### src/rtl/evt_pkg.sv
package evt_pkg;

  typedef enum logic [1:0] {
    SZ_B1 = 2'd0,
    SZ_B2 = 2'd1,
    SZ_B4 = 2'd2,
    SZ_B8 = 2'd3
  } acc_size_e;

  typedef enum logic [2:0] {
    RG_NONE,
    RG_CAP,
    RG_CFG,
    RG_STAT,
    RG_CNT,
    RG_CHAN
  } reg_sel_e;

  localparam int OFS_CAP  = 'h000;
  localparam int OFS_CFG  = 'h010;
  localparam int OFS_STAT = 'h020;
  localparam int OFS_CNT  = 'h0F0;

  localparam logic [63:0] FS_PER_SEC = 64'd1000000000000000;

endpackage

### src/rtl/evt_acc_decode.sv
module evt_acc_decode
  import evt_pkg::*;
#(
  parameter int AW      = 10,
  parameter int NCH     = 8,
  parameter int CH_BASE = 'h100,
  parameter int CH_LG   = 5
) (
  input  logic [AW-1:0]          addr,
  input  logic [1:0]             size,
  input  logic [63:0]            wdata,
  output logic                   acc_ok,
  output reg_sel_e               sel,
  output logic                   upper,
  output logic [63:0]            mask,
  output logic [63:0]            data_al,
  output logic [$clog2(NCH)-1:0] ch_idx,
  output logic [1:0]             ch_field
);

  localparam int CIW    = $clog2(NCH);
  localparam int CH_END = CH_BASE + (NCH << CH_LG);
  localparam int SUBW   = CH_LG - 3;

  logic          size_ok;
  logic          align_ok;
  logic [AW-1:0] reg_ofs;
  logic [AW-1:0] ch_off;
  logic [SUBW-1:0] ch_sub;
  logic          in_ch;

  always_comb begin
    size_ok  = (size == SZ_B4) || (size == SZ_B8);
    align_ok = (size == SZ_B8) ? (addr[2:0] == 3'b000) : (addr[1:0] == 2'b00);
    acc_ok   = size_ok && align_ok;
    upper    = (size == SZ_B4) && addr[2];

    if (size == SZ_B8) begin
      mask    = '1;
      data_al = wdata;
    end else if (upper) begin
      mask    = {32'hFFFF_FFFF, 32'h0};
      data_al = {wdata[31:0], 32'h0};
    end else begin
      mask    = {32'h0, 32'hFFFF_FFFF};
      data_al = {32'h0, wdata[31:0]};
    end

    reg_ofs  = {addr[AW-1:3], 3'b000};
    ch_off   = addr - AW'(CH_BASE);
    ch_idx   = CIW'(ch_off >> CH_LG);
    ch_sub   = SUBW'(ch_off >> 3);
    ch_field = 2'(ch_sub);
    in_ch    = (32'(addr) >= 32'(CH_BASE)) && (32'(addr) < 32'(CH_END));

    if (reg_ofs == AW'(OFS_CAP))       sel = RG_CAP;
    else if (reg_ofs == AW'(OFS_CFG))  sel = RG_CFG;
    else if (reg_ofs == AW'(OFS_STAT)) sel = RG_STAT;
    else if (reg_ofs == AW'(OFS_CNT))  sel = RG_CNT;
    else if (in_ch && (32'(ch_sub) < 3)) sel = RG_CHAN;
    else                               sel = RG_NONE;
  end

endmodule

### src/rtl/evt_main_counter.sv
module evt_main_counter #(
  parameter int CW = 32
) (
  input  logic          clk,
  input  logic          rst_n,
  input  logic          run,
  input  logic          tick_en,
  input  logic          ld,
  input  logic [CW-1:0] ld_val,
  output logic [CW-1:0] count
);

  logic [CW-1:0] cnt_q;
  logic [CW-1:0] cnt_d;
  logic          cnt_en;

  always_comb begin
    cnt_en = ld || (run && tick_en);
    cnt_d  = ld ? ld_val : cnt_q + CW'(1);
  end

  always_ff @(posedge clk or negedge rst_n) begin
    if (!rst_n)      cnt_q <= '0;
    else if (cnt_en) cnt_q <= cnt_d;
  end

  assign count = cnt_q;


  cnt_step_chk: assert property (@(posedge clk) disable iff (!rst_n)
    !$past(ld) |-> (count == $past(count) || count == $past(count) + CW'(1)));


  cnt_hold_chk: assert property (@(posedge clk) disable iff (!rst_n)
    (!$past(run) && !$past(ld)) |-> (count == $past(count)));


  cnt_load_chk: assert property (@(posedge clk) disable iff (!rst_n)
    $past(ld) |-> (count == $past(ld_val)));

endmodule

### src/rtl/evt_timer_regs.sv
module evt_timer_regs
  import evt_pkg::*;
#(
  parameter int          AW        = 10,
  parameter int          NCH       = 8,
  parameter int          CW        = 32,
  parameter int          TICK_LG   = 24,
  parameter logic [15:0] VENDOR_ID = 16'h1D0C,
  parameter int          CH_BASE   = 'h100,
  parameter int          CH_LG     = 5
) (
  input  logic                   clk,
  input  logic                   rst_n,
  input  logic                   tick_en,
  input  logic                   req,
  input  logic                   we,
  input  logic [AW-1:0]          addr,
  input  logic [1:0]             acc_size,
  input  logic [63:0]            wdata,
  output logic                   ack,
  output logic [63:0]            rdata,
  output logic [CW-1:0]          count,
  output logic                   rearm,
  input  logic [NCH-1:0]         stat_in,
  output logic [NCH-1:0]         stat_clr,
  output logic [NCH-1:0]         ch_wr_stb,
  output logic [1:0]             ch_wr_field,
  output logic [63:0]            ch_wr_data,
  output logic [63:0]            ch_wr_mask,
  output logic [$clog2(NCH)-1:0] ch_rd_idx,
  output logic [1:0]             ch_rd_field,
  input  logic [63:0]            ch_rd_data
);

  localparam int          CIW       = $clog2(NCH);
  localparam logic [63:0] PERIOD_FS = FS_PER_SEC >> TICK_LG;
  localparam logic [63:0] CAP_WORD  = {PERIOD_FS[31:0], VENDOR_ID, 3'b000,
                                       5'(NCH - 1), 8'd1};

  // reset: asserted asynchronously, released on the clock
  logic rst_meta, rst_sync;
  always_ff @(posedge clk or negedge rst_n) begin
    if (!rst_n) begin
      rst_meta <= 1'b0;
      rst_sync <= 1'b0;
    end else begin
      rst_meta <= 1'b1;
      rst_sync <= rst_meta;
    end
  end

  // access decode
  logic            acc_ok, upper;
  reg_sel_e        sel;
  logic [63:0]     mask, data_al;
  logic [CIW-1:0]  ch_idx;
  logic [1:0]      ch_field;

  evt_acc_decode #(
    .AW(AW), .NCH(NCH), .CH_BASE(CH_BASE), .CH_LG(CH_LG)
  ) u_dec (
    .addr    (addr),
    .size    (acc_size),
    .wdata   (wdata),
    .acc_ok  (acc_ok),
    .sel     (sel),
    .upper   (upper),
    .mask    (mask),
    .data_al (data_al),
    .ch_idx  (ch_idx),
    .ch_field(ch_field)
  );

  assign ch_rd_idx   = ch_idx;
  assign ch_rd_field = ch_field;

  // state
  logic [63:0]    cfg_q, cfg_d;
  logic           cfg_en;
  logic           ack_d;
  logic [63:0]    rdata_d, rd_mux;
  logic           rearm_d;
  logic [NCH-1:0] clr_d;
  logic [NCH-1:0] stb_d;
  logic           ch_en;
  logic           wr, rd;
  logic           cnt_ld;
  logic [63:0]    cnt64, cnt_merge;

  always_comb begin
    wr     = req && we && acc_ok;
    rd     = req && !we && acc_ok;
    ack_d  = req;

    cfg_en = wr && (sel == RG_CFG);
    cfg_d  = (cfg_q & ~mask) | (data_al & mask);
    cfg_d[1] = 1'b0;

    cnt64     = {{(64-CW){1'b0}}, count};
    cnt_merge = (cnt64 & ~mask) | (data_al & mask);
    cnt_ld    = wr && (sel == RG_CNT);

    rearm_d = (cfg_en && !cfg_q[0] && cfg_d[0]) || (cnt_ld && cfg_q[0]);

    clr_d = (wr && (sel == RG_STAT)) ? (data_al[NCH-1:0] & stat_in) : '0;

    ch_en = wr && (sel == RG_CHAN);
    stb_d = ch_en ? (NCH'(1) << ch_idx) : '0;

    case (sel)
      RG_CAP:  rd_mux = CAP_WORD;
      RG_CFG:  rd_mux = cfg_q;
      RG_STAT: rd_mux = {{(64-NCH){1'b0}}, stat_in};
      RG_CNT:  rd_mux = cnt64;
      RG_CHAN: rd_mux = ch_rd_data;
      default: rd_mux = '0;
    endcase
    rdata_d = rd ? (upper ? {32'h0, rd_mux[63:32]} : rd_mux) : '0;
    if (rd && (acc_size == SZ_B4) && !upper) rdata_d = {32'h0, rd_mux[31:0]};
  end

  always_ff @(posedge clk or negedge rst_sync) begin
    if (!rst_sync) begin
      cfg_q     <= '0;
      ack       <= 1'b0;
      rdata     <= '0;
      rearm     <= 1'b0;
      stat_clr  <= '0;
      ch_wr_stb <= '0;
    end else begin
      if (cfg_en) cfg_q <= cfg_d;
      ack       <= ack_d;
      rdata     <= rdata_d;
      rearm     <= rearm_d;
      stat_clr  <= clr_d;
      ch_wr_stb <= stb_d;
    end
  end

  always_ff @(posedge clk or negedge rst_sync) begin
    if (!rst_sync) begin
      ch_wr_field <= '0;
      ch_wr_data  <= '0;
      ch_wr_mask  <= '0;
    end else if (ch_en) begin
      ch_wr_field <= ch_field;
      ch_wr_data  <= data_al;
      ch_wr_mask  <= mask;
    end
  end

  evt_main_counter #(.CW(CW)) u_cnt (
    .clk    (clk),
    .rst_n  (rst_sync),
    .run    (cfg_q[0]),
    .tick_en(tick_en),
    .ld     (cnt_ld),
    .ld_val (CW'(cnt_merge)),
    .count  (count)
  );


  chan_onehot_chk: assert property (@(posedge clk) disable iff (!rst_sync)
    $onehot0(ch_wr_stb));


  stat_clr_sub_chk: assert property (@(posedge clk) disable iff (!rst_sync)
    $past(rst_sync) |-> ((stat_clr & ~$past(stat_in)) == '0));


  bad_side_chk: assert property (@(posedge clk) disable iff (!rst_sync)
    $past(req && !acc_ok) |->
      (ch_wr_stb == '0 && stat_clr == '0 && !rearm && rdata == '0));

endmodule

### config.mk
export PLATFORM = sky130hd
export DESIGN_NAME = evt_timer_regs
export DESIGN_NICKNAME = d
export VERILOG_FILES = /design/src/rtl/evt_pkg.sv /design/src/rtl/evt_acc_decode.sv /design/src/rtl/evt_main_counter.sv /design/src/rtl/evt_timer_regs.sv
export SDC_FILE = /design/constraint.sdc
export NUM_CORES = 1
export LEC_CHECK = 0
export BUFFER_PORTS_ARGS = -buffer_cell sky130_fd_sc_hd__buf_4
export CAP_MARGIN = 20
export CORE_ASPECT_RATIO = 1.2
export CORE_MARGIN = 2
export CORE_UTILIZATION = 30
export CTS_CLUSTER_SIZE = 24
export DETAILED_ROUTE_END_ITERATION = 8
export HOLD_SLACK_MARGIN = 0.06
export PLACE_DENSITY = 0.51
export SYNTH_ARGS = -nofsm -noshare
export SYNTH_HDL_FRONTEND = slang
export SYNTH_SLANG_ARGS = --single-unit
### constraint.sdc
create_clock -name clk -period 13.8 [get_ports clk]
set_clock_uncertainty 0.2 [all_clocks]
set_input_delay 0.69 -clock clk [delete_from_list [all_inputs] [get_ports clk]]
set_output_delay 0.69 -clock clk [all_outputs]
set_load 0.05 [all_outputs]
==> results of run 1 <==
power by group through the flow:
stage / Combinational [mW] / Sequential [mW] / Clock, mW
2_1_floorplan: 0.148 / 0.833 / 0
3_3_place_gp: 0.311 / 0.772 / 0
3_5_place_dp: 0.312 / 0.773 / 0
4_1_cts: 0.313 / 0.760 / 0.730
5_1_grt: 0.326 / 0.763 / 0.757
6_report: 0.310 / 0.760 / 0.711
layout by cell type (no fill, tap or decap), types with 7 or more instances in the layout:
master,n
sky130_fd_sc_hd__a211oi_1,15
sky130_fd_sc_hd__a21boi_0,13
sky130_fd_sc_hd__a21oi_1,48
sky130_fd_sc_hd__a221oi_1,51
sky130_fd_sc_hd__a222oi_1,10
sky130_fd_sc_hd__a22oi_1,54
sky130_fd_sc_hd__a311oi_1,12
sky130_fd_sc_hd__and2_1,7
sky130_fd_sc_hd__and3_1,14
sky130_fd_sc_hd__buf_4,415
sky130_fd_sc_hd__clkbuf_16,29
sky130_fd_sc_hd__dfrtp_1,246
sky130_fd_sc_hd__inv_1,13
sky130_fd_sc_hd__mux2_2,32
sky130_fd_sc_hd__nand2_1,149
sky130_fd_sc_hd__nand3_1,13
sky130_fd_sc_hd__nor2_1,90
sky130_fd_sc_hd__nor3_1,14
sky130_fd_sc_hd__o21ai_0,87
critical path: stages:
cell	delay, ns
sky130_fd_sc_hd__dlygate4sd3_1	0.52
sky130_fd_sc_hd__buf_4	0.11
sky130_fd_sc_hd__nor4bb_1	0.48
sky130_fd_sc_hd__and3_1	0.82
sky130_fd_sc_hd__nand3_1	0.97
sky130_fd_sc_hd__o221a_2	0.64
synthesized netlist by cell type, types with 14 or more instances:
cell type	n	share of area
sky130_fd_sc_hd__dfrtp_1	247	0.55
sky130_fd_sc_hd__nand2_1	150	0.050
sky130_fd_sc_hd__nor2_1	90	0.030
sky130_fd_sc_hd__o21ai_0	87	0.039
sky130_fd_sc_hd__buf_4	67	0.045
sky130_fd_sc_hd__a22oi_1	54	0.036
sky130_fd_sc_hd__clkbuf_1	54	0.018
sky130_fd_sc_hd__a221oi_1	51	0.040
sky130_fd_sc_hd__a21oi_1	49	0.022
sky130_fd_sc_hd__mux2_2	32	0.032
sky130_fd_sc_hd__buf_2	18	0.0080
sky130_fd_sc_hd__a211oi_1	16	0.011
sky130_fd_sc_hd__nand3_1	15	0.0067
sky130_fd_sc_hd__and3_1	14	0.0078
sky130_fd_sc_hd__nor3_1	14	0.0062
layer usage:
metal / vias to the layer above / routed length, um
met5: - / 0
met4: 0 / 1270
met3: 67 / 3390
met2: 417 / 22300
met1: 4921 / 17900
li1: 4547 / -
timing repair:
action | in CTS | in global routing
buffers inserted | 0 | 0
hold buffers | 2 | 0
hold endpoints to repair | 3 | 0
cell families after synthesis:
family	Yosys count
DFF	247
and+or+nand+nor	328
other	1
xor gates and xnor gates	2
muxes	32
adders and majority gates	1
buffers and inverters	160
AOI/OAI and AO/OA	333
layout make-up:
type	instances	area (um^2)	area share
Clock buffer	37	776	0.0515
Clock inverter	8	72.6	0.00481
Inverter	13	48.8	0.00324
Multi-Input combinational cell	697	4260	0.283
Sequential cell	247	6180	0.410
Tap cell	474	593	0.0393
Timing Repair Buffer	417	3140	0.208
metrics by stage:
step | area, um^2 | utilization | power, mW | hold WS (ns) | instances
2_1_floorplan | 11300 | - | 0.981 | 0.131 | 1104
3_3_place_gp | 14200 | 0.385 | 1.08 | 0.0681 | 1846
3_5_place_dp | 14200 | 0.385 | 1.09 | 0.0693 | 1846
4_1_cts | 15100 | 0.408 | 1.80 | 0.0730 | 1893
5_1_grt | 15100 | 0.408 | 1.85 | 0.0898 | 1893
6_report | 15100 | 0.408 | 1.78 | 0.0547 | 1893
worst max-delay path by stage:
stage,start,endpoint,cells past startpoint
finish,req,register,6
global route,req,register,6
CTS,req,register,6
detailed placement,addr[8],register,6
global placement,addr[8],register,6
floorplan,rst_sync,asynchronous set/reset pin,0
==> impl_metrics.xml, run 1 <==
<?xml version="1.0" encoding="UTF-8"?>
<metrics>
  <group name="sta">
    <metric name="achievable-frequency" unit="GHz">0.250</metric>
    <metric name="actual_transition_at_the_worst_max_transition_pin" unit="ns">1.11</metric>
    <metric name="setup_viol_count_final" unit="">0</metric>
    <metric name="maxSlewHeadroom" unit="">0.259</metric>
    <metric name="grt_setup_unrepaired" unit="">false</metric>
    <metric name="layout_min_cycle_time" unit="ns">4.01</metric>
    <metric name="fin_ws" unit="ns">9.79</metric>
    <metric name="timing.final.max_slew_violations" unit="">0</metric>
    <metric name="final.period_utilization" unit="">0.290</metric>
    <metric name="setup_tns" unit="ns">0</metric>
    <metric name="finalHoldViolCount" unit="">0</metric>
  </group>
  <group name="grt">
    <metric name="grt_antenna_before_repair" unit="">0</metric>
    <metric name="gr-usage-met2" unit="">0.380</metric>
    <metric name="first_pass_grt_wire_length" unit="um">66000</metric>
    <metric name="grt_pass1_vias" unit="">9928</metric>
    <metric name="global_route.usage.total" unit="">0.223</metric>
    <metric name="use_met3" unit="">0.0497</metric>
    <metric name="global_route.usage.met1" unit="">0.281</metric>
    <metric name="gr-total-overflow" unit="">0</metric>
    <metric name="grt_busiest_layer" unit="">met2</metric>
    <metric name="grt_max_degree" unit="">95</metric>
  </group>
  <group name="logic_synthesis">
    <metric name="mappedNetlistArea" unit="um^2">11300</metric>
    <metric name="ys_seq_area_frac" unit="">0.549</metric>
    <metric name="post_synth_inst_count" unit="">1104</metric>
    <metric name="synthAdderAreaFrac" unit="">0.00111</metric>
    <metric name="share_of_the_synthesized_area_in_compound_gates_ao_oa_aoi_oai" unit="">0.205</metric>
    <metric name="async_flop_share" unit="">1.00</metric>
    <metric name="synth.yosys.warnings" unit="">0</metric>
    <metric name="synth_seq_cells" unit="">247</metric>
    <metric name="post_synth_xor_area_fraction" unit="">0.00156</metric>
    <metric name="yosys-mux-area-fraction" unit="">0.0320</metric>
    <metric name="yosysUniqueCellTypes" unit="">68</metric>
    <metric name="mappedNetlistNets" unit="">1258</metric>
    <metric name="synth-simple-area-share" unit="">0.133</metric>
    <metric name="synth_area_per_cell" unit="um^2">10.2</metric>
    <metric name="number_of_enable_type_register_cells_in_the_synthesized_netlist" unit="">0</metric>
    <metric name="synth_top_family_by_area" unit="">compound AO/OA/AOI/OAI gates</metric>
    <metric name="synthFlopType" unit="">sky130_fd_sc_hd__dfrtp_1</metric>
  </group>
  <group name="detailed_routing">
    <metric name="initialDrtViolationCount" unit="">687</metric>
    <metric name="drc" unit="">0</metric>
    <metric name="finalWirelength" unit="um">44800</metric>
    <metric name="vias_per_cell" unit="">5.26</metric>
    <metric name="drt_pre_antenna_iters" unit="">7</metric>
    <metric name="detail_route.wl_per_cell" unit="um">23.7</metric>
    <metric name="antenna_violating_nets_post_route" unit="">0</metric>
    <metric name="route.vias.total" unit="">9952</metric>
  </group>
  <group name="place">
    <metric name="finalWeightedCongestion" unit="">0.847</metric>
    <metric name="io_buffers" unit="">401</metric>
    <metric name="place_worst_setup_slack" unit="ns">9.65</metric>
    <metric name="detailed_place_hpwl" unit="um">32000</metric>
  </group>
  <group name="cts">
    <metric name="postCtsResizedCells" unit="">0</metric>
    <metric name="cts_tree" unit="">done</metric>
    <metric name="ctsHtreeMaxLevel" unit="">1</metric>
    <metric name="root_buffer" unit="">sky130_fd_sc_hd__clkbuf_16</metric>
    <metric name="numCtsBuffers" unit="">28</metric>
    <metric name="clock_insertion_delay_worst_skew" unit="ns">0.55</metric>
    <metric name="clock_sink_count" unit="">247</metric>
    <metric name="clkSlewWorstSetupHoldPaths" unit="ns">0.06</metric>
    <metric name="clockBufferDepth" unit="">3</metric>
  </group>
  <group name="critical_path">
    <metric name="critPathLaunchType" unit="">input pin</metric>
    <metric name="crit_type" unit="">input pin to register</metric>
    <metric name="rr_worst_depth" unit="">5</metric>
    <metric name="highest_net_fanout_along_the_worst_path" unit="">25</metric>
    <metric name="critical_path.endpoint_type" unit="">register</metric>
    <metric name="worst_ep_required_time" unit="ns">14.03</metric>
    <metric name="ff2ff_setup_slack" unit="ns">11.05</metric>
    <metric name="crit_arrival" unit="ns">4.24</metric>
  </group>
  <group name="layout">
    <metric name="layout-drive-gt1-share" unit="">0.360</metric>
    <metric name="syn_to_final_growth" unit="%">33.9</metric>
    <metric name="final_nets" unit="">1558</metric>
    <metric name="num-fill-cells" unit="">3665</metric>
    <metric name="num_antenna_cells" unit="">0</metric>
  </group>
  <group name="outcome">
    <metric name="run_status" unit="">finished, final reports clean</metric>
  </group>
  <group name="floorplanning">
    <metric name="die-height" unit="um">216</metric>
    <metric name="design.die.area" unit="um^2">39100</metric>
    <metric name="fp.dieW" unit="um">181</metric>
    <metric name="initial_core_util" unit="">0.305</metric>
    <metric name="floorplan.core_area" unit="um^2">36900</metric>
    <metric name="pin_count" unit="">402</metric>
    <metric name="fp_rows" unit="">77</metric>
  </group>
  <group name="power">
    <metric name="leakagePower" unit="nW">7.30</metric>
    <metric name="p_comb_frac" unit="">0.174</metric>
    <metric name="seq_power_share" unit="">0.427</metric>
    <metric name="share_clk_of_total_power" unit="">0.399</metric>
    <metric name="peakVddDrop" unit="mV">0.0918</metric>
    <metric name="power.density" unit="nW/um^2">118</metric>
    <metric name="swShare" unit="">0.302</metric>
    <metric name="power_switching" unit="uW">537</metric>
    <metric name="cellInternalPower" unit="mW">1.24</metric>
  </group>
  <group name="job">
    <metric name="maxCapViolations" unit="">0</metric>
  </group>
  <group name="min_path">
    <metric name="worstHoldPathType" unit="">register to asynchronous set/reset pin</metric>
  </group>
</metrics>
Note: power is estimated with default switching activity, not from simulation.
==> inputs of run 2 (changes only) <==
--- a/config.mk
+++ b/config.mk
@@ -5,6 +5,7 @@
 export SDC_FILE = /design/constraint.sdc
 export NUM_CORES = 1
 export LEC_CHECK = 0
+export ABC_AREA = 1
 export BUFFER_PORTS_ARGS = -buffer_cell sky130_fd_sc_hd__buf_4
 export CAP_MARGIN = 20
 export CORE_ASPECT_RATIO = 1.2
@@ -13,7 +14,7 @@
 export CTS_CLUSTER_SIZE = 24
 export DETAILED_ROUTE_END_ITERATION = 8
 export HOLD_SLACK_MARGIN = 0.06
-export PLACE_DENSITY = 0.51
+export PLACE_DENSITY = 0.5
 export SYNTH_ARGS = -nofsm -noshare
 export SYNTH_HDL_FRONTEND = slang
 export SYNTH_SLANG_ARGS = --single-unit
==> constraint.sdc (replaced) <==
create_clock -name clk -period 4.05 [get_ports clk]
set_clock_uncertainty 0.2 [all_clocks]
set_input_delay 0.2025 -clock clk [delete_from_list [all_inputs] [get_ports clk]]
set_output_delay 0.2025 -clock clk [all_outputs]
set_load 0.05 [all_outputs]
==> run 2 against run 1 <==
Against the previous run:
- clock power rose to 3.7 times the previous value
- clock-buffer cell count grew 1
- die area increased by 13%
- global-route usage grew 2.5 points
- non-clock buffer count grew 180
==> impl_metrics.xml, run 2 <==
<?xml version="1.0" encoding="UTF-8"?>
<metrics>
  <group name="outcome">
    <metric name="run_status" unit="">finished, final reports clean</metric>
  </group>
  <group name="place">
    <metric name="finalWeightedCongestion" unit="">0.895</metric>
    <metric name="placed_cells_incl_taps" unit="">2461</metric>
    <metric name="detailed_place_hpwl" unit="um">41500</metric>
    <metric name="dpl-instance-area" unit="um^2">15700</metric>
    <metric name="place_worst_setup_slack" unit="ns">1.02</metric>
    <metric name="io_buffers" unit="">401</metric>
  </group>
  <group name="cts">
    <metric name="ctsHtreeMaxLevel" unit="">1</metric>
    <metric name="clkSlewWorstSetupHoldPaths" unit="ns">0.06</metric>
    <metric name="clock_sink_count" unit="">247</metric>
    <metric name="cts_tree" unit="">done</metric>
    <metric name="postCtsResizedCells" unit="">0</metric>
    <metric name="clock_insertion_delay_worst_skew" unit="ns">0.58</metric>
    <metric name="root_buffer" unit="">sky130_fd_sc_hd__clkbuf_16</metric>
    <metric name="cts_post_setup_buffers_inserted" unit="">0</metric>
    <metric name="numCtsBuffers" unit="">29</metric>
    <metric name="clockBufferDepth" unit="">3</metric>
  </group>
  <group name="logic_synthesis">
    <metric name="number_of_enable_type_register_cells_in_the_synthesized_netlist" unit="">0</metric>
    <metric name="ys_seq_area_frac" unit="">0.487</metric>
    <metric name="async_flop_share" unit="">1.00</metric>
    <metric name="proportion_of_netlist_area_held_by_the_largest_area_contributor" unit="">0.487</metric>
    <metric name="post_synth_inst_count" unit="">1647</metric>
    <metric name="yosys-mux-area-fraction" unit="">0</metric>
    <metric name="synth_seq_cells" unit="">247</metric>
    <metric name="mappedNetlistArea" unit="um^2">12700</metric>
    <metric name="synth.cells.most_frequent" unit="">sky130_fd_sc_hd__nand2_1, sky130_fd_sc_hd__dfrtp_1, sky130_fd_sc_hd__inv_1, sky130_fd_sc_hd__o21ai_0, sky130_fd_sc_hd__nor2_1</metric>
    <metric name="synth.yosys.warnings" unit="">0</metric>
    <metric name="largest_area_contributor_in_the_synthesized_netlist" unit="">sky130_fd_sc_hd__dfrtp_1</metric>
    <metric name="share_of_the_synthesized_area_in_compound_gates_ao_oa_aoi_oai" unit="">0.120</metric>
    <metric name="synthAdderAreaFrac" unit="">0.000985</metric>
    <metric name="post_synth_xor_area_fraction" unit="">0.00276</metric>
    <metric name="yosys-top-cells-area" unit="">sky130_fd_sc_hd__dfrtp_1, sky130_fd_sc_hd__nand2_1, sky130_fd_sc_hd__o21ai_0</metric>
    <metric name="synth_top_family_by_area" unit="">simple AND/OR/NAND/NOR gates</metric>
    <metric name="yosysUniqueCellTypes" unit="">35</metric>
    <metric name="mappedNetlistNets" unit="">1801</metric>
    <metric name="synth-simple-area-share" unit="">0.264</metric>
    <metric name="most_repeated_cell_in_the_gate_level_netlist_after_synthesis" unit="">sky130_fd_sc_hd__nand2_1</metric>
    <metric name="synth_area_per_cell" unit="um^2">7.71</metric>
    <metric name="synthFlopType" unit="">sky130_fd_sc_hd__dfrtp_1</metric>
  </group>
  <group name="critical_path">
    <metric name="critical_path.endpoint_type" unit="">register</metric>
    <metric name="crit_path_cell_trace" unit="">dlygate4sd3_1 &gt; buf_4 &gt; nor2_1 &gt; dlygate4sd3_1 &gt; nand3_4 &gt; nor2_4 &gt; inv_4 &gt; nor2_4 &gt; nand2_2 &gt; o21ai_0</metric>
    <metric name="critPathLaunchType" unit="">input pin</metric>
    <metric name="highest_net_fanout_along_the_worst_path" unit="">60</metric>
    <metric name="critical_path.n_buffers_inverters" unit="">4</metric>
    <metric name="worst_ep_required_time" unit="ns">4.32</metric>
    <metric name="critical_path.top_delay_family" unit="">buffers and inverters</metric>
    <metric name="crit_type" unit="">input pin to register</metric>
    <metric name="crit_arrival" unit="ns">3.49</metric>
    <metric name="critical_path_depth" unit="">10</metric>
    <metric name="cp_slowest_cell" unit="">sky130_fd_sc_hd__dlygate4sd3_1</metric>
    <metric name="rr_worst_depth" unit="">10</metric>
    <metric name="critical_path.max_stage_delay" unit="ns">0.65</metric>
  </group>
  <group name="grt">
    <metric name="global_route.usage.total" unit="">0.248</metric>
    <metric name="first_pass_grt_wire_length" unit="um">80900</metric>
    <metric name="grt_max_degree" unit="">84</metric>
    <metric name="grt_pass1_vias" unit="">12900</metric>
    <metric name="grt_antenna_before_repair" unit="">1</metric>
    <metric name="gr-total-overflow" unit="">0</metric>
  </group>
  <group name="sta">
    <metric name="actual_transition_at_the_worst_max_transition_pin" unit="ns">1.03</metric>
    <metric name="finalHoldViolCount" unit="">0</metric>
    <metric name="grt_setup_unrepaired" unit="">false</metric>
    <metric name="fin_ws" unit="ns">0.833</metric>
    <metric name="achievable-frequency" unit="GHz">0.311</metric>
    <metric name="final.period_utilization" unit="">0.794</metric>
    <metric name="setup_tns" unit="ns">0</metric>
    <metric name="holdWs" unit="ns">0.118</metric>
    <metric name="layout_min_cycle_time" unit="ns">3.22</metric>
    <metric name="maxSlewHeadroom" unit="">0.310</metric>
    <metric name="setup_viol_count_final" unit="">0</metric>
    <metric name="timing.final.max_slew_violations" unit="">0</metric>
  </group>
  <group name="layout">
    <metric name="most_frequent_cells_in_the_layout" unit="">sky130_fd_sc_hd__nand2_1, sky130_fd_sc_hd__buf_4, sky130_fd_sc_hd__dfrtp_1, sky130_fd_sc_hd__dlygate4sd3_1, sky130_fd_sc_hd__inv_1</metric>
    <metric name="layout-drive-gt1-share" unit="">0.246</metric>
    <metric name="leading_cell_type_in_the_layout_fill_and_taps_excluded" unit="">sky130_fd_sc_hd__nand2_1</metric>
    <metric name="multiInputGateArea" unit="um^2">4950</metric>
    <metric name="syn_to_final_growth" unit="%">44.8</metric>
    <metric name="design_area" unit="um^2">18400</metric>
    <metric name="layout.core_utilization" unit="">0.440</metric>
    <metric name="layout.area.seq" unit="um^2">6180</metric>
    <metric name="final_nets" unit="">2279</metric>
    <metric name="stdcell_count" unit="">2690</metric>
    <metric name="num-fill-cells" unit="">4230</metric>
  </group>
  <group name="min_path">
    <metric name="worstHoldPathType" unit="">input pin to register</metric>
    <metric name="hold_depth" unit="">2</metric>
  </group>
  <group name="floorplanning">
    <metric name="fp_rows" unit="">82</metric>
    <metric name="design.die.area" unit="um^2">44000</metric>
    <metric name="pin_count" unit="">402</metric>
    <metric name="initial_core_util" unit="">0.304</metric>
    <metric name="fp.dieW" unit="um">192</metric>
    <metric name="die-height" unit="um">229</metric>
    <metric name="floorplan.core_area" unit="um^2">41800</metric>
  </group>
  <group name="detailed_routing">
    <metric name="route.vias.total" unit="">12900</metric>
    <metric name="initialDrtViolationCount" unit="">800</metric>
    <metric name="vias_per_cell" unit="">4.78</metric>
    <metric name="detail_route.wl_per_cell" unit="um">20.6</metric>
    <metric name="finalWirelength" unit="um">55400</metric>
    <metric name="antenna_violating_nets_post_route" unit="">0</metric>
    <metric name="drc" unit="">0</metric>
    <metric name="drt_pre_antenna_iters" unit="">7</metric>
  </group>
  <group name="power">
    <metric name="peakVddDrop" unit="mV">0.353</metric>
    <metric name="leakagePower" unit="nW">9.08</metric>
    <metric name="design_power_total" unit="mW">7.10</metric>
    <metric name="power.density" unit="nW/um^2">386</metric>
  </group>
  <group name="job">
    <metric name="maxCapViolations" unit="">0</metric>
  </group>
</metrics>
==> run 2: changes by cell type after synthesis, sizes merged, moves of 13 or more <==
cell / delta
a21boi: -13
a221oi: -51
a22oi: -54
and3: -14
buf: +17
clkbuf: -14
inv: +164
mux2: -32
nand2: +336
nand3: +91
nor2: +72
o21ai: +90
o22ai: +16
==> run 2: kinds of logic (layout without fill, tap and decap cells) <==
group                    count (synthesis)  in the layout
AND/OR/NAND/NOR                        791            791
other                                    1              2
AO/OA/AOI/OAI                          276            276
buffers and inverters                  327            823
XOR/XNOR                                 4              4
flip-flops                             247            247
adder cells (fa/ha/maj)                  1              1
==> run 2: worst paths after layout <==
path,start,to,slack [ns]
worst max-delay path,addr[1],register,0.83
worst min-delay path,req,ack,0.12
worst max register to register,register,register,1.60
worst min register to register,rst_meta,rst_sync,0.15
max in group asynchronous,rst_sync,asynchronous set/reset pin,2.44
min in group asynchronous,rst_n,rst_sync,0.27
==> run 2: per-layer routing <==
metal	share of wire	GRT usage	wire [um]
met1	0.39	0.296	21700
met2	0.52	0.454	28700
met3	0.056	0.0242	3090
met4	0.036	0.0928	1990
met5	0	0	0
==> run 2: area by class of cell <==
cell class	instances	area share
flip-flops and latches	247	0.336
diodes	1	0.000136
clock inverters	11	0.00551
clock buffers	38	0.0446
well taps	546	0.0371
multi-input cells	1073	0.269
repair buffers	597	0.271
inverters	177	0.0367
==> run 2: repair_timing <==
action / CTS / global route
hold endpoints to repair: 244 / 0
hold buffers: 178 / 0
setup endpoints to repair: 0 / 0
==> run 2: power by group <==
part / internal (mW) / total, mW / switching, mW
registers: 2.56 / 2.73 / 0.163
clock network: 1.48 / 2.60 / 1.12
logic: 0.565 / 1.77 / 1.21
